--- config.mk ---
export PLATFORM = sky130hd
export DESIGN_NAME = excl_gate
export DESIGN_NICKNAME = d
export VERILOG_FILES = /design/src/rtl/excl_gate_pkg.sv /design/src/rtl/excl_hazard.sv /design/src/rtl/excl_monitor.sv /design/src/rtl/excl_dstage.sv /design/src/rtl/excl_gate.sv
export SDC_FILE = /design/constraint.sdc
export NUM_CORES = 1
export LEC_CHECK = 0
export BUFFER_PORTS_ARGS = -buffer_cell sky130_fd_sc_hd__buf_4
export CORE_ASPECT_RATIO = 2
export CORE_MARGIN = 1.5
export CORE_UTILIZATION = 25
export CTS_BUF_LIST = sky130_fd_sc_hd__clkbuf_2 sky130_fd_sc_hd__clkbuf_4 sky130_fd_sc_hd__clkbuf_8
export DETAILED_ROUTE_END_ITERATION = 6
export GPL_TIMING_DRIVEN = 0
export PLACE_DENSITY = 0.65
export SYNTH_ARGS = -nofsm -noshare
export SYNTH_HDL_FRONTEND = slang
export SYNTH_SLANG_ARGS = --single-unit
--- constraint.sdc ---
create_clock -name clk -period 1.3 [get_ports clk]
set_input_delay 0.065 -clock clk [delete_from_list [all_inputs] [get_ports clk]]
set_output_delay 0.065 -clock clk [all_outputs]
set_load 0.01 [all_outputs]
--- src/rtl/excl_gate_pkg.sv ---
package excl_gate_pkg;

  typedef enum logic [2:0] {
    OP_NONE  = 3'd0,
    OP_LOAD  = 3'd1,
    OP_STORE = 3'd2,
    OP_LR    = 3'd3,
    OP_SC    = 3'd4,
    OP_AMO   = 3'd5
  } op_kind_e;

  localparam logic [1:0] TR_IDLE   = 2'b00;
  localparam logic [1:0] TR_NONSEQ = 2'b10;

  // Operation kinds that must never overlap another exclusive on the bus
  function automatic logic is_excl_class(op_kind_e k);
    return (k == OP_LR) || (k == OP_SC) || (k == OP_AMO);
  endfunction

  // Data-stage kinds that block a following exclusive-class issue
  function automatic logic blocks_excl(op_kind_e k);
    return (k == OP_LR) || (k == OP_SC);
  endfunction

  // Kinds whose result is the bus read data
  function automatic logic returns_rdata(op_kind_e k);
    return (k == OP_LOAD) || (k == OP_LR) || (k == OP_AMO);
  endfunction

  // Store-conditional result: 0 on success, 1 on failure
  function automatic logic sc_fail_code(logic went_on_bus, logic exok);
    return !(went_on_bus && exok);
  endfunction

endpackage

--- src/rtl/excl_hazard.sv ---
module excl_hazard
  import excl_gate_pkg::*;
(
  input  logic     clk,
  input  logic     rst,
  input  logic     op_valid,
  input  op_kind_e op_kind,
  input  logic     dp_valid,
  input  op_kind_e dp_kind,
  output logic     overlap_stall
);

  logic addr_is_excl;
  logic data_blocks;

  assign addr_is_excl  = op_valid && is_excl_class(op_kind);
  assign data_blocks   = dp_valid && blocks_excl(dp_kind);
  assign overlap_stall = addr_is_excl && data_blocks;

  // load-reserved in data stage always holds back a store-conditional
  p_lr_sc_bubble_r3: assert property (@(posedge clk) disable iff (rst)
    (dp_valid && dp_kind == OP_LR && op_valid && op_kind == OP_SC) |-> overlap_stall);

  // store-conditional in data stage holds back any exclusive-class op
  p_sc_excl_bubble_r4: assert property (@(posedge clk) disable iff (rst)
    (dp_valid && dp_kind == OP_SC && op_valid && is_excl_class(op_kind)) |-> overlap_stall);

  // ordinary operations are never held back by this check
  p_plain_no_bubble_r5: assert property (@(posedge clk) disable iff (rst)
    (op_valid && (op_kind == OP_LOAD || op_kind == OP_STORE)) |-> !overlap_stall);

  // environment fences behind an atomic operation
  p_amo_fence_r5: assert property (@(posedge clk) disable iff (rst)
    (dp_valid && dp_kind == OP_AMO) |-> !op_valid);

endmodule

--- src/rtl/excl_monitor.sv ---
module excl_monitor
  import excl_gate_pkg::*;
(
  input  logic clk,
  input  logic rst,
  input  logic trap,
  input  logic sc_issue,
  input  logic lr_resp_valid,
  input  logic lr_resp_ok,
  output logic reserved
);

  always_ff @(posedge clk) begin
    if (rst || trap)        reserved <= 1'b0;
    else if (sc_issue)      reserved <= 1'b0;
    else if (lr_resp_valid) reserved <= lr_resp_ok;
  end

  // a trap always drops the reservation
  p_trap_clear_r11: assert property (@(posedge clk) disable iff (rst)
    trap |=> !reserved);

  // any issued store-conditional drops the reservation
  p_sc_clear_r10: assert property (@(posedge clk) disable iff (rst)
    (sc_issue && !lr_resp_valid) |=> !reserved);

  // load-reserved response decides the reservation
  p_lr_update_r7: assert property (@(posedge clk) disable iff (rst)
    (lr_resp_valid && !trap && !sc_issue) |=> (reserved == $past(lr_resp_ok)));

  // nothing else ever sets the reservation
  p_set_only_by_lr_r7: assert property (@(posedge clk) disable iff (rst)
    (!lr_resp_valid) |=> !$rose(reserved));

endmodule

--- src/rtl/excl_dstage.sv ---
module excl_dstage
  import excl_gate_pkg::*;
#(
  parameter int DW = 32
) (
  input  logic          clk,
  input  logic          rst,
  input  logic          advance,
  input  logic          in_valid,
  input  op_kind_e      in_kind,
  input  logic          in_bus,
  input  logic          in_write,
  input  logic [DW-1:0] in_wdata,
  output logic          dp_valid,
  output op_kind_e      dp_kind,
  output logic          dp_bus,
  output logic          dp_write,
  output logic [DW-1:0] dp_wdata
);

  always_ff @(posedge clk) begin
    if (rst) begin
      dp_valid <= 1'b0;
      dp_kind  <= OP_NONE;
      dp_bus   <= 1'b0;
      dp_write <= 1'b0;
      dp_wdata <= '0;
    end else if (advance) begin
      dp_valid <= in_valid;
      dp_kind  <= in_valid ? in_kind : OP_NONE;
      dp_bus   <= in_valid && in_bus;
      dp_write <= in_valid && in_write;
      dp_wdata <= in_wdata;
    end
  end

  // a stretched data phase keeps its content
  p_hold_r13: assert property (@(posedge clk) disable iff (rst)
    (!advance) |=> ($stable(dp_valid) && $stable(dp_kind) && $stable(dp_bus)));

endmodule

--- src/rtl/excl_gate.sv ---
module excl_gate
  import excl_gate_pkg::*;
#(
  parameter int AW = 32,
  parameter int DW = 32
) (
  input  logic          clk,
  input  logic          rst,
  input  logic          op_valid,
  input  logic [2:0]    op_kind,
  input  logic [AW-1:0] op_addr,
  input  logic [DW-1:0] op_wdata,
  input  logic          trap,
  output logic          op_stall,
  output logic [AW-1:0] haddr,
  output logic [1:0]    htrans,
  output logic          hwrite,
  output logic          hexcl,
  output logic [DW-1:0] hwdata,
  input  logic          hready,
  input  logic [DW-1:0] hrdata,
  input  logic          hexokay,
  output logic          res_valid,
  output logic [DW-1:0] res_data
);

  op_kind_e      kind;
  logic          real_op;
  logic          overlap_stall;
  logic          accept;
  logic          sc_drop;
  logic          bus_go;
  logic          reserved;
  logic          sc_issue;
  logic          lr_resp_valid;
  logic          dp_valid;
  op_kind_e      dp_kind;
  logic          dp_bus;
  logic          dp_write;
  logic [DW-1:0] dp_wdata;
  logic          dp_done;

  assign kind    = op_kind_e'(op_kind);
  assign real_op = op_valid && (kind != OP_NONE);

  excl_hazard u_hazard (
    .clk           (clk),
    .rst           (rst),
    .op_valid      (real_op),
    .op_kind       (kind),
    .dp_valid      (dp_valid),
    .dp_kind       (dp_kind),
    .overlap_stall (overlap_stall)
  );

  assign op_stall = real_op && (overlap_stall || !hready);
  assign accept   = real_op && !op_stall;
  assign sc_drop  = (kind == OP_SC) && !reserved;
  assign bus_go   = accept && !sc_drop;
  assign sc_issue = accept && (kind == OP_SC);

  assign htrans = bus_go ? TR_NONSEQ : TR_IDLE;
  assign haddr  = op_addr;
  assign hwrite = bus_go && (kind == OP_STORE || kind == OP_SC);
  assign hexcl  = bus_go && is_excl_class(kind);

  excl_dstage #(.DW(DW)) u_dstage (
    .clk      (clk),
    .rst      (rst),
    .advance  (hready),
    .in_valid (accept),
    .in_kind  (kind),
    .in_bus   (bus_go),
    .in_write (hwrite),
    .in_wdata (op_wdata),
    .dp_valid (dp_valid),
    .dp_kind  (dp_kind),
    .dp_bus   (dp_bus),
    .dp_write (dp_write),
    .dp_wdata (dp_wdata)
  );

  assign dp_done       = hready && dp_valid;
  assign lr_resp_valid = dp_done && (dp_kind == OP_LR);
  assign hwdata        = dp_write ? dp_wdata : '0;

  excl_monitor u_monitor (
    .clk           (clk),
    .rst           (rst),
    .trap          (trap),
    .sc_issue      (sc_issue),
    .lr_resp_valid (lr_resp_valid),
    .lr_resp_ok    (hexokay),
    .reserved      (reserved)
  );

  assign res_valid = dp_done && (returns_rdata(dp_kind) || dp_kind == OP_SC);
  always_comb begin
    res_data = hrdata;
    if (dp_kind == OP_SC)
      res_data = {{(DW-1){1'b0}}, sc_fail_code(dp_bus, hexokay)};
  end

  // exclusive address phases never come back to back
  p_no_excl_pipeline_r2: assert property (@(posedge clk) disable iff (rst)
    (htrans == TR_NONSEQ && hexcl) |=> !(htrans == TR_NONSEQ && hexcl));

  // a store-conditional write only reaches the bus while reserved
  p_sc_write_needs_res_r8: assert property (@(posedge clk) disable iff (rst)
    (htrans == TR_NONSEQ && hwrite && kind == OP_SC) |-> reserved);

  // a store-conditional that skipped the bus reports failure
  p_sc_drop_fails_r8: assert property (@(posedge clk) disable iff (rst)
    (sc_issue && !reserved && hready) |=> (res_valid && res_data == DW'(1)));

  // no transfer and no result without hready
  p_no_issue_unready_r13: assert property (@(posedge clk) disable iff (rst)
    (!hready) |-> (htrans == TR_IDLE && !res_valid));

endmodule

Word level (Yosys, flattened, before mapping). Index checks and enable logic that the tools add are counted.

$add $sub $neg: 0. $mul: 0. Div/mod/pow operators: 0. $lt $le $gt $ge: 0. Eq/ne operators: 8. Shift operators: 0. Muxes and demuxes: 4. Bitwise logic cells: 0. Reductions and logical operators: 33.

Operators with widths (count): 32-bit two-way mux (2); 1-bit logical AND (17); 3-bit equality test (second input constant) (4); 3-bit by 2-bit equality test with 1-bit output (second input constant) (3); 1-bit logical OR (9); 1-bit logical NOT (5); 3-bit by 1-bit equality test with 1-bit output (second input constant) (1); 3-bit two-way mux (1); 3-bit nonzero test (1); 2-bit two-way mux (1); 2-bit OR reduction (1).

Register bits after elaboration: 39. Bits in latches: 0. Bits in writable memories: 0. ROM bits: 0. Bits of input ports: 105. Output and inout port bits: 102. Memories kept: 0.

Logic depth before layout (Yosys ltp). Gate-level depths: netlist (run 1).

Word-level depth: 12. Gate-level depth with buffers: 5.

Modules after synthesis. From an unflattened synthesis (run 1), not the netlist that was laid out.

Cell total of the unflattened synthesis: 265. Area total of the unflattened synthesis: 2319.7 sq um.

Modules (own cells, without submodules): excl_dstage (instances 1, cells each 128, area an instance 1387.6 sq um, sequential area each 760.7 sq um); excl_gate (instances 1, cells each 128, area an instance 840.8 sq um, sequential area each 0.0 sq um); excl_hazard (instances 1, cells each 6, area an instance 48.8 sq um, sequential area each 0.0 sq um); excl_monitor (instances 1, cells each 3, area an instance 42.5 sq um, sequential area each 20.0 sq um).

Worst setup path after synthesis (run 1). Ideal clock, no wire load.

Kind: reg2out. Start point: register u_dstage.dp_kind[2]. End point: output port res_data[0]. Arrival time: 1.251 ns. Data required time: 1.235 ns. Setup slack: -0.016 ns. Cell stages (with the launch flop): 5. Buffers on the path: 1. Cells stage by stage: dfxtp_1 -> nor3b_4 -> clkbuf_1 -> nor2_1 -> a31oi_1.

Word-level cells in the longest chain between the ends: 2.

Ends and longest elaborated chain: start, declared (RTL line excl_dstage.sv:15) `output op_kind_e dp_kind,`; start signal, assigned (RTL line excl_dstage.sv:30) `dp_kind <= in_valid ? in_kind : OP_NONE;`; 3-bit equality test (RTL line excl_gate.sv:100) `if (dp_kind == OP_SC)`; 32-bit two-way mux (RTL line excl_gate.sv:100); end, declared (RTL line excl_gate.sv:24) `output logic [DW-1:0] res_data`.

No other way between the ends.

Worst setup path after layout (run 1).
Start point: register u_dstage.dp_kind[2]. End point: output port hwrite.

Word-level cells in the longest chain between the ends: 10.

Ends and longest elaborated chain: 3-bit by 2-bit equality test with 1-bit output or 3-bit equality test (tied branches) (RTL line excl_gate_pkg.sv:22) `return (k == OP_LR) || (k == OP_SC);`; 1-bit logical OR * (RTL line excl_gate_pkg.sv:22); 1-bit logical AND * (RTL line excl_hazard.sv:17) `assign data_blocks = dp_valid && blocks_excl(dp_kind);`; 1-bit logical AND * (RTL line excl_hazard.sv:18) `assign overlap_stall = addr_is_excl && data_blocks;`; 1-bit logical OR * (RTL line excl_gate.sv:56) `assign op_stall = real_op && (overlap_stall || !hready);`; 1-bit logical AND * (RTL line excl_gate.sv:56); 1-bit logical NOT * (RTL line excl_gate.sv:57) `assign accept = real_op && !op_stall;`; 1-bit logical AND * (RTL line excl_gate.sv:57); 1-bit logical AND * (RTL line excl_gate.sv:59) `assign bus_go = accept && !sc_drop;`; 1-bit logical AND * (RTL line excl_gate.sv:64) `assign hwrite = bus_go && (kind == OP_STORE || kind == OP_SC);`; end, declared (RTL line excl_gate.sv:17) `output logic hwrite,`.

Mark *: on every way between the ends. The rest lies on a longest branch, timed or not.

==> load_flow_metrics.sql, run 1 <==
INSERT INTO impl_metrics (metric_group, metric, value, unit) VALUES
('route', 'detail_route.vias_per_cell', '4.48', ''),
('global_route', 'grt_antenna_before_repair', '0', ''),
('floorplanning', 'design.die.area', '9630', 'um^2'),
('placement', 'gp_congestion', '0.804', ''),
('finish', 'layout.cells.most_common', 'buf_4', ''),
('route', 'highest_layer', 'met4', ''),
('sta', 'tns', '-8.57', 'ns'),
('logic_synthesis', 'synth_xor_area_share', '0.389', '%'),
('finish', 'n_antenna_cell', '0', ''),
('floorplanning', 'initial_cell_density_of_the_core', '25.9', '%'),
('setup_path', 'crit_required', '1.24', 'ns'),
('sta', 'fin_ws', '-0.314', 'ns'),
('route', 'detail-route-antenna-nets', '0', ''),
('sta', 'max_freq', '0.619', 'GHz'),
('sta', 'hold_ws', '0.00736', 'ns'),
('clocking', 'clk_transition_reported_paths', '0.08', 'ns'),
('global_route', 'grt_start_max_net_pins', '12', ''),
('floorplanning', 'num_rows', '48', ''),
('logic_synthesis', 'syn-cell-area', '2250', 'um^2'),
('finish', 'final_cell_mix', 'buf_4, nor2_1, dfxtp_1', ''),
('logic_synthesis', 'synth.mux.area_fraction', '14.7', '%'),
('logic_synthesis', 'synthFlopType', 'dfxtp_1', ''),
('finish', 'finish.net_count', '563', ''),
('logic_synthesis', 'synth-warning-count', '0', ''),
('placement', 'dpl_worst_slack', '-0.263', 'ns'),
('setup_path', 'critical_path.endpoint_type', 'output port', ''),
('logic_synthesis', 'ys_top_cells_by_area', 'dfxtp_1, mux2i_1, buf_4, and2_1, nor2b_1', ''),
('logic_synthesis', 'synth.lib_cells_used.distinct', '32', ''),
('sta', 'finalMaxSlewViolations', '0', ''),
('logic_synthesis', 'main_combinational_cell_family_by_area_after_synthesis', 'simple AND/OR/NAND/NOR gates', ''),
('clocking', 'tritoncts', 'done', ''),
('route', 'route.layer.met1.wl', '2630', 'um'),
('outcome', 'outcome', 'finished with violations', ''),
('sta', 'final_period_util', '124', '%'),
('outcome', 'failing_checks', 'negative setup slack', ''),
('route', 'drt_first_pass_iters', '4', ''),
('route', 'post-route-drc-count', '0', ''),
('job', 'cap_violations', '0', ''),
('global_route', 'grt_pass1_vias', '2460', ''),
('setup_path', 'critical_path_class', 'reg -> out', ''),
('floorplanning', 'fp.dieH', '137', 'um'),
('finish', 'area.sequential', '792', 'um^2'),
('finish', 'post_route_cells_drive_above_1_share', '61.2', '%'),
('logic_synthesis', 'synth_simple_gate_area_share', '31.6', '%'),
('finish', 'filler_cell_count', '848', ''),
('sta', 'final_hold_viol_count', '0', ''),
('logic_synthesis', 'synth.net_count', '362', ''),
('clocking', 'numCtsBuffers', '5', ''),
('route', 'routed_wl', '8870', 'um'),
('setup_path', 'crit_fanout', '4', ''),
('route', 'detail_route.iter0.violations', '28', ''),
('floorplanning', 'coreArea', '8710', 'um^2'),
('clocking', 'htree_levels', '2', ''),
('global_route', 'grt.overflow.total', '0', ''),
('logic_synthesis', 'synth.top_cell.area_share', '34.6', '%'),
('clocking', 'cts.root.buffer_cell', 'clkbuf_8', ''),
('sta', 'worst_slew_pin_slew', '0.600', 'ns'),
('sta', 'final.min_clock_period', '1.61', 'ns'),
('floorplanning', 'ios', '207', ''),
('logic_synthesis', 'synth_enable_flop_cells', '0', ''),
('clocking', 'clock_insertion_delay_worst_skew', '0.29', 'ns'),
('finish', 'area_used_by_multi_input_combinational_logic', '1310', 'um^2'),
('setup_path', 'critical_path.startpoint_type', 'flop', ''),
('logic_synthesis', 'synth-compound-area-share', '4.28', '%'),
('logic_synthesis', 'synth_cells', '257', ''),
('floorplanning', 'die_w', '70.1', 'um'),
('power_and_ir_drop', 'power.density', '731', 'nW/um^2'),
('finish', 'final_area', '4330', 'um^2'),
('logic_synthesis', 'yosysTopAreaCell', 'dfxtp_1', ''),
('sta', 'timing.max_slew.rel_slack', '60.0', '%'),
('sta', 'final-setup-viol-count', '43', '');
[area by class of cell]
cell class / instances / share of cell area [%]
Buffer: 47 / 8.33
Timing Repair Buffer: 196 / 37.7
Sequential cell: 39 / 18.3
Tap cell: 100 / 2.89
Inverter: 1 / 0.0867
Multi-Input combinational cell: 168 / 30.3
Clock buffer: 8 / 2.40
[power by group]
| part | internal [mW] | switching (mW) |
|---|---|---|
| Clock | 0.505 | 0.409 |
| Combinational | 0.584 | 0.374 |
| Sequential | 1.26 | 0.0334 |
| Total | 2.35 | 0.817 |
[critical path, stage by stage (launching register included)]
cell       delay [ns]
dfxtp_2          0.33
nor3b_4          0.14
buf_6            0.13
o221ai_4         0.26
nand4bb_1        0.18
inv_1            0.10
buf_6            0.11
[kinds of logic (layout without fill, tap and decap cells)]
logic type / Yosys count / count (layout)
flops: 39 / 39
compound gates: 12 / 12
buf+inv: 50 / 252
other cells: 1 / 1
xor+xnor: 1 / 1
mux: 33 / 33
simple gates: 121 / 121
[per-stage QoR]
stage / util [%] / instances / power (mW)
floorplan: - / 257 / 1.69
global placement: 42.2 / 529 / 2.12
detailed placement: 42.2 / 529 / 2.14
CTS: 47.2 / 553 / 3.15
global route: 49.7 / 559 / 3.33
finish: 49.7 / 559 / 3.17
[synth_stat cells (2+ instances only)]
cell	instances
dfxtp_1	39
nor2_1	36
buf_4	34
mux2i_1	33
and2_1	32
nor2b_1	29
clkbuf_1	10
a21oi_1	5
buf_2	4
and2b_1	3
nand2_1	3
nand2b_1	3
nand4_1	3
o31ai_1	3
and3b_1	2
or3b_2	2
[what timing repair did]
item | in CTS | in global routing
cloned | 1 | 1
buffers inserted | 10 | 6
resized for setup | 54 | 43
pin swaps | 10 | 4
hold buffers | 7 | 0
endpoints found under the hold margin | 7 | 0
setup endpoints to repair | 74 | 55
[layer usage]
metal  GRT usage, %  vias up
met1           14.4     1149
met4           7.91        0
met2           33.1      145
met3           8.19       14
met5              0        -
li1               -     1195
[worst paths after layout]
check	from	endpoint	slack [ns]	cells after the start
max	u_dstage.dp_kind[2]	hwrite	-0.31	6
max reg2reg	u_dstage.dp_kind[2]	u_dstage.dp_valid	-0.20	7
min reg2reg	u_dstage.dp_wdata[27]	u_dstage.dp_wdata[27]	0.48	2
min	op_wdata[22]	u_dstage.dp_wdata[22]	0.007	3
[flip-flops by register name, summed over array words and instances, names as in the netlist]
signal	count
u_dstage.dp_bus	1
u_dstage.dp_kind	3
u_dstage.dp_valid	1
u_dstage.dp_wdata	32
u_dstage.dp_write	1
u_monitor.reserved	1
(Power assumes the default switching activity.)
==> run 2: changes to the inputs <==
--- a/config.mk
+++ b/config.mk
@@ -7,7 +7,6 @@
 export LEC_CHECK = 0
 export BUFFER_PORTS_ARGS = -buffer_cell sky130_fd_sc_hd__buf_4
 export CORE_ASPECT_RATIO = 2
-export CORE_MARGIN = 1.5
 export CORE_UTILIZATION = 25
 export CTS_BUF_LIST = sky130_fd_sc_hd__clkbuf_2 sky130_fd_sc_hd__clkbuf_4 sky130_fd_sc_hd__clkbuf_8
 export DETAILED_ROUTE_END_ITERATION = 6
==> run 2 against run 1 <==
Effect of this change: the run still ends with negative setup slack left; sequential power barely moved; clock power is 3.2% lower; utilization increased by 0.76 points; cell area is 1.5% higher; first-iteration DRC count increased by 140%; worst setup slack got worse by 0.0062 ns; worst hold slack got worse by 0.0018 ns; via count rose by 2.1%; die area shrank 2.1%; wire length grew 2.4%; final cell count grew 3.6%; register-to-register slack worse by 0.02 ns; critical path type unchanged; critical endpoint unchanged; largest cell class unchanged.
==> load_flow_metrics.sql, run 2 (synthesis gave the netlist of run 1 again) <==
INSERT INTO impl_metrics (metric_group, metric, value, unit) VALUES
('setup_path', 'timing.reg2reg.worst_path_depth', '8', ''),
('placement', 'dp.final_hpwl', '7180', 'um'),
('power_and_ir_drop', 'clockPowerShare', '28.1', '%'),
('global_route', 'grt.overflow.total', '0', ''),
('route', 'post-route-drc-count', '0', ''),
('setup_path', 'timing.rr.end', 'u_dstage.dp_kind[1]', ''),
('floorplanning', 'initial_cell_density_of_the_core', '25.9', '%'),
('outcome', 'failing_checks', 'negative setup slack', ''),
('power_and_ir_drop', 'seq_power_share', '41.2', '%'),
('power_and_ir_drop', 'comb_power_share', '30.7', '%'),
('sta', 'final-setup-viol-count', '43', ''),
('finish', 'finish.net_count', '583', ''),
('floorplanning', 'coreArea', '8710', 'um^2'),
('finish', 'largest_reg_flops', '32', ''),
('setup_path', 'path_depth', '5', ''),
('setup_path', 'critical_path_class', 'reg -> out', ''),
('power_and_ir_drop', 'max-vdd-ir-drop', '0.000670', 'V'),
('finish', 'filler_cell_count', '816', ''),
('setup_path', 'path_buf_inv', '2', ''),
('sta', 'finalMaxSlewViolations', '0', ''),
('global_route', 'grt_pass1_vias', '2575', ''),
('clocking', 'numCtsBuffers', '5', ''),
('finish', 'final_cell_mix', 'buf_4, nor2_1, dfxtp_1', ''),
('sta', 'final_period_util', '125', '%'),
('power_and_ir_drop', 'p_int', '2.28', 'mW'),
('power_and_ir_drop', 'switching_share', '27.5', '%'),
('finish', 'syn_to_final_growth', '95.0', '%'),
('route', 'detail_route.vias_per_cell', '4.41', ''),
('sta', 'timing.clock.skew', '0.00814', 'ns'),
('floorplanning', 'fp.dieH', '136', 'um'),
('finish', 'area.sequential', '787', 'um^2'),
('finish', 'post_route_cells_drive_above_1_share', '58.9', '%'),
('sta', 'rsz0062_at_grt', 'yes', ''),
('placement', 'gp_congestion', '0.833', ''),
('clocking', 'clock_path_buffers', '2', ''),
('setup_path', 'crit_fanout', '5', ''),
('setup_path', 'critical_path.endpoint_type', 'output port', ''),
('setup_path', 'timing.rr.start', 'u_dstage.dp_kind[0]', ''),
('sta', 'worst_slew_pin_slew', '0.688', 'ns'),
('clocking', 'cts_sinks', '39', ''),
('clocking', 'tritoncts', 'done', ''),
('power_and_ir_drop', 'power.density', '717', 'nW/um^2'),
('setup_path', 'worstPathCellList', 'and3b_1 > o221ai_4 > nand4bb_1 > inv_1 > buf_6', ''),
('floorplanning', 'design.die.area', '9420', 'um^2'),
('global_route', 'grt_pass1_wl', '13400', 'um'),
('floorplanning', 'num_rows', '48', ''),
('clocking', 'htree_levels', '2', ''),
('setup_path', 'cpPeakStageDelay', '0.35', 'ns'),
('route', 'drt_first_pass_iters', '4', ''),
('worst_hold_path', 'worst_hold_path.endpoint', 'u_dstage.dp_wdata[8]', ''),
('setup_path', 'cp_top_family', 'simple AND/OR/NAND/NOR gates', ''),
('route', 'routed_wl', '9080', 'um'),
('global_route', 'grt.total_usage', '18.8', '%'),
('finish', 'area_used_by_multi_input_combinational_logic', '1280', 'um^2'),
('sta', 'max_freq', '0.617', 'GHz'),
('clocking', 'clk_transition_reported_paths', '0.09', 'ns'),
('floorplanning', 'ios', '207', ''),
('setup_path', 'crit_slowest_cell', 'dfxtp_2', ''),
('finish', 'layout.core_utilization', '50.5', '%'),
('job', 'cap_violations', '0', ''),
('setup_path', 'critical_path.startpoint_type', 'flop', ''),
('global_route', 'grt_antenna_before_repair', '0', ''),
('placement', 'port_buffers', '172', ''),
('sta', 'final.min_clock_period', '1.62', 'ns'),
('route', 'wl_per_cell', '15.7', 'um'),
('finish', 'reg_top3', 'u_dstage.dp_wdata (32), u_dstage.dp_kind (3)', ''),
('route', 'detail_route.iter0.violations', '67', ''),
('power_and_ir_drop', 'p_switching', '0.865', 'mW'),
('global_route', 'grt_start_max_net_pins', '14', ''),
('worst_hold_path', 'whs_path_depth', '3', ''),
('clocking', 'clock_insertion_delay_worst_skew', '0.30', 'ns'),
('outcome', 'outcome', 'finished with violations', ''),
('sta', 'tns', '-8.91', 'ns'),
('setup_path', 'reg2reg_slack', '-0.22', 'ns'),
('setup_path', 'crit_required', '1.24', 'ns'),
('floorplanning', 'die_w', '69.1', 'um'),
('finish', 'layout.cells.most_common', 'buf_4', ''),
('worst_hold_path', 'classification_of_the_worst_slack_hold_path', 'in -> reg', ''),
('sta', 'fin_ws', '-0.321', 'ns'),
('setup_path', 'cp.arrival', '1.56', 'ns'),
('route', 'detail-route-antenna-nets', '0', ''),
('worst_hold_path', 'min_from', 'op_wdata[8]', ''),
('route', 'vias', '2556', ''),
('power_and_ir_drop', 'power.leakage', '2.27', 'nW'),
('sta', 'final_hold_viol_count', '0', ''),
('clocking', 'cts.root.buffer_cell', 'clkbuf_8', ''),
('finish', 'n_antenna_cell', '0', ''),
('finish', 'registers.top_by_ff_count', 'u_dstage.dp_wdata', ''),
('sta', 'timing.max_slew.rel_slack', '54.2', '%');
[run 2: cell types whose count changed in the layout (fill, tap and decap cells not counted), moves of 4 or more]
cell           before  now
buf_4             192  217
buf_6              26   11
dlygate4sd3_1       7   21
nor2b_2             5   10
nor2b_4            15   10
clkbuf_4            4    0
[run 2: final cells by class]
cell class / instances / share of cell area, %
plain buffers: 49 / 8.68
clock buffers: 6 / 1.88
clock inverters: 2 / 0.370
inverters: 1 / 0.0854
multi-input cells: 168 / 29.1
flip-flops and latches: 39 / 17.9
well taps: 100 / 2.85
repair buffers: 214 / 39.1
[run 2: through the flow]
| step | std cells | worst slack, ns | power [mW] | instance area (um^2) | hold slack (ns) |
|---|---|---|---|---|---|
| floorplan | 257 | 0.00166 | 1.69 | 2250 | 0.136 |
| global placement | 529 | -0.230 | 2.13 | 3670 | 0.258 |
| detailed placement | 529 | -0.245 | 2.14 | 3670 | 0.255 |
| CTS | 575 | -0.358 | 3.18 | 4320 | 0.000902 |
| global route | 579 | -0.418 | 3.33 | 4390 | 0.00104 |
| finish | 579 | -0.321 | 3.15 | 4390 | 0.00558 |
[run 2: metal layers]
layer / wire, um / vias to the layer above / track usage (%)
met3: 1000 / 14 / 8.60
met2: 4830 / 153 / 34.9
li1: - / 1238 / -
met4: 254 / 0 / 8.16
met1: 2990 / 1151 / 17.4
met5: 0 / - / 0
[run 2: worst min-delay path, delay by kind of cell]
| family | cells | cell delay [ns] |
|---|---|---|
| buffers and inverters | 1 | 0.08 |
| and+or+nand+nor | 1 | 0.07 |
| muxes | 1 | 0.06 |
[run 2: timing repair]
action                     in CTS  in global routing
hold buffers                   21                  0
hold endpoints to repair       21                  0
gates resized for setup        56                 17
setup buffers                  16                  4
cloned                          1                  0
setup endpoints to repair      74                 62
pin swaps                       3                  3
[run 2: how the worst max path moves through the flow]
stage,start,to,slack [ns]
after floorplan,u_dstage.dp_kind[2],u_monitor.reserved,0.002
final,u_dstage.dp_kind[0],hwrite,-0.32
after global routing,u_dstage.dp_kind[0],htrans[1],-0.42
after CTS,u_dstage.dp_kind[0],hwrite,-0.36
after detailed placement,u_dstage.dp_kind[2],res_data[14],-0.24
after global placement,u_dstage.dp_kind[2],htrans[1],-0.23
[run 2: power groups by stage]
| stage | combinational (mW) | sequential (mW) | clock [mW] |
|---|---|---|---|
| CTS | 0.958 | 1.30 | 0.929 |
| finish | 0.968 | 1.30 | 0.885 |
| global placement | 0.814 | 1.32 | 0 |
| floorplan | 0.375 | 1.31 | 0 |
| detailed placement | 0.822 | 1.32 | 0 |
| global route | 1.04 | 1.30 | 0.987 |
==> run 3: changes to the inputs <==
--- a/config.mk
+++ b/config.mk
@@ -11,7 +11,6 @@
 export CTS_BUF_LIST = sky130_fd_sc_hd__clkbuf_2 sky130_fd_sc_hd__clkbuf_4 sky130_fd_sc_hd__clkbuf_8
 export DETAILED_ROUTE_END_ITERATION = 6
 export GPL_TIMING_DRIVEN = 0
-export PLACE_DENSITY = 0.65
 export SYNTH_ARGS = -nofsm -noshare
 export SYNTH_HDL_FRONTEND = slang
 export SYNTH_SLANG_ARGS = --single-unit
==> run 3 against run 2 <==
Effect of this change: the run still ends with negative setup slack left; cell area is 4.2% higher; clock power is 39% higher; die area stayed put; maximum frequency down 2.6%; final cell count is the same; worst hold slack better by 0.0016 ns; power grew 13%; utilization is 2.1 points higher; count of clock-buffer cells in the layout shrank 1.
==> load_flow_metrics.sql, run 3 (synthesis gave the netlist of run 1 again) <==
INSERT INTO impl_metrics (metric_group, metric, value, unit) VALUES
('placement', 'dp.final_hpwl', '6980', 'um'),
('sta', 'fin_ws', '-0.364', 'ns'),
('setup_path', 'cp.arrival', '1.60', 'ns'),
('sta', 'final_period_util', '128', '%'),
('setup_path', 'critical_path.endpoint_type', 'output port', ''),
('sta', 'timing.max_slew.rel_slack', '62.9', '%'),
('power_and_ir_drop', 'seq_power_share', '36.5', '%'),
('finish', 'layout.cells.most_common', 'buf_4', ''),
('finish', 'post_route_cells_drive_above_1_share', '58.7', '%'),
('finish', 'finish.net_count', '583', ''),
('route', 'routed_wl', '9000', 'um'),
('sta', 'final.min_clock_period', '1.66', 'ns'),
('floorplanning', 'ios', '207', ''),
('setup_path', 'crit_fanout', '8', ''),
('sta', 'worst_slew_pin_slew', '0.556', 'ns'),
('finish', 'syn_to_final_growth', '103', '%'),
('finish', 'filler_cell_count', '801', ''),
('global_route', 'busiest_layer', 'met2', ''),
('route', 'detail-route-antenna-nets', '0', ''),
('power_and_ir_drop', 'comb_power_share', '28.7', '%'),
('global_route', 'grt.overflow.total', '0', ''),
('finish', 'reg_top3', 'u_dstage.dp_wdata (32), u_dstage.dp_kind (3)', ''),
('power_and_ir_drop', 'p_int', '2.66', 'mW'),
('power_and_ir_drop', 'power.leakage', '2.34', 'nW'),
('global_route', 'grt_antenna_before_repair', '0', ''),
('clocking', 'clock_insertion_delay_worst_skew', '0.31', 'ns'),
('setup_path', 'critical_path_class', 'reg -> out', ''),
('sta', 'finalMaxSlewViolations', '0', ''),
('clocking', 'cts_sinks', '39', ''),
('outcome', 'failing_checks', 'negative setup slack', ''),
('placement', 'port_buffers', '172', ''),
('clocking', 'clock_path_buffers', '2', ''),
('global_route', 'grt_pass1_wl', '13000', 'um'),
('finish', 'largest_reg_flops', '32', ''),
('clocking', 'htree_levels', '2', ''),
('power_and_ir_drop', 'switching_share', '25.1', '%'),
('clocking', 'cts.root.buffer_cell', 'clkbuf_8', ''),
('route', 'vias', '2567', ''),
('route', 'detail_route.iter0.violations', '50', ''),
('power_and_ir_drop', 'max-vdd-ir-drop', '0.000720', 'V'),
('finish', 'registers.top_by_ff_count', 'u_dstage.dp_wdata', ''),
('global_route', 'groute.layer.met2.usage', '33.8', '%'),
('outcome', 'outcome', 'finished with violations', ''),
('power_and_ir_drop', 'clockPowerShare', '34.7', '%'),
('setup_path', 'crit_required', '1.24', 'ns'),
('setup_path', 'critical_path.startpoint_type', 'flop', ''),
('floorplanning', 'design.die.area', '9420', 'um^2'),
('power_and_ir_drop', 'p_switching', '0.891', 'mW'),
('global_route', 'grt.total_usage', '18.1', '%'),
('global_route', 'grt_pass1_vias', '2535', ''),
('floorplanning', 'initial_cell_density_of_the_core', '25.9', '%'),
('placement', 'gp_congestion', '0.810', ''),
('finish', 'final_area', '4580', 'um^2'),
('worst_hold_path', 'classification_of_the_worst_slack_hold_path', 'in -> reg', ''),
('clocking', 'clk_transition_reported_paths', '0.07', 'ns'),
('floorplanning', 'die_w', '69.1', 'um'),
('route', 'drt_first_pass_iters', '4', ''),
('finish', 'n_antenna_cell', '0', ''),
('job', 'cap_violations', '0', ''),
('route', 'post-route-drc-count', '0', ''),
('floorplanning', 'coreArea', '8710', 'um^2'),
('route', 'detail_route.vias_per_cell', '4.43', ''),
('global_route', 'gr-usage-met3', '7.41', '%'),
('route', 'wl_per_cell', '15.5', 'um'),
('sta', 'timing.clock.skew', '0.0132', 'ns'),
('sta', 'rsz0062_at_grt', 'yes', ''),
('sta', 'final-setup-viol-count', '43', ''),
('global_route', 'globalRouteMet1Util', '16.7', '%'),
('placement', 'dpl-instance-area', '3670', 'um^2'),
('finish', 'layout.core_utilization', '52.6', '%'),
('sta', 'max_freq', '0.601', 'GHz'),
('placement', 'dpl_worst_slack', '-0.229', 'ns'),
('floorplanning', 'num_rows', '48', ''),
('clocking', 'tritoncts', 'done', ''),
('power_and_ir_drop', 'power.density', '774', 'nW/um^2'),
('global_route', 'grt_start_max_net_pins', '14', ''),
('clocking', 'numCtsBuffers', '5', ''),
('floorplanning', 'fp.dieH', '136', 'um'),
('finish', 'final_cell_mix', 'buf_4, nor2_1, dfxtp_1', ''),
('sta', 'final_hold_viol_count', '0', '');
-- run 3: changes by cell type in the layout (fill, tap and decap cells not counted), moves of 2 or more --
cell	delta
buf_4	-27
dlygate4sd3_1	+2
buf_8	+2
nor2_1	-2
buf_6	+20
bufinv_16	+2
clkbuf_4	+2
nor2b_1	+2
buf_12	+2
nor2b_4	+7
nor2b_2	-9
-- run 3: repair_timing --
item / CTS / global route
hold buffers: 23 / 0
hold endpoints to repair: 23 / 0
setup endpoints to repair: 72 / 51
cloned: 1 / 0
pin swaps: 2 / 10
resized for setup: 68 / 36
buffers inserted: 16 / 6
-- run 3: cell type report --
class / instances / area (um^2) / area share [%]
Sequential cell: 39 / 787 / 17.2
Timing Repair Buffer: 216 / 1850 / 40.5
Tap cell: 100 / 125 / 2.73
Buffer: 47 / 358 / 7.81
Clock buffer: 5 / 68.8 / 1.50
Inverter: 1 / 3.75 / 0.0819
Multi-Input combinational cell: 168 / 1320 / 28.7
Clock inverter: 3 / 67.6 / 1.48
-- run 3: power groups by stage --
stage               combinational [mW]  sequential, mW  clock [mW]
CTS                              0.978            1.30        1.26
detailed placement               0.813            1.32           0
global route                      1.09            1.30        1.31
global placement                 0.803            1.32           0
floorplan                        0.375            1.31           0
finish                            1.02            1.30        1.23
-- run 3: path summary, 6_finish.rpt --
| kind | slack (ns) | cells past startpoint | start | to |
|---|---|---|---|---|
| worst min register to register | 0.49 | 2 | u_dstage.dp_wdata[2] | u_dstage.dp_wdata[2] |
| worst min-delay path | 0.007 | 3 | op_wdata[25] | u_dstage.dp_wdata[25] |
| worst max-delay path | -0.36 | 7 | u_dstage.dp_kind[2] | res_data[3] |
| worst max register to register | -0.27 | 7 | u_dstage.dp_kind[2] | u_monitor.reserved |
-- run 3: layer usage --
metal  up-vias  share of wire, %  routed length, um
met1      1166                33               2940
met4         0               2.2                198
li1       1240                 -                  -
met5         -                 0                  0
met2       150                55               4930
met3        11                10                930
-- run 3: through the flow --
step	instances	TNS [ns]	total power, mW	hold WS [ns]
5_1_grt	579	-11.75	3.70	0.00736
3_3_place_gp	529	-3.15	2.12	0.258
3_5_place_dp	529	-4.05	2.14	0.258
2_1_floorplan	257	0	1.69	0.136
6_report	579	-8.88	3.55	0.00722
4_1_cts	576	-7.37	3.54	0.00372
-- run 3: worst max-delay path, stage by stage (launching register included) --
cell	delay (ns)
dfxtp_2	0.34
nor3b_4	0.15
buf_6	0.13
buf_12	0.12
clkbuf_16	0.16
buf_12	0.13
nor2b_4	0.14
buf_6	0.13
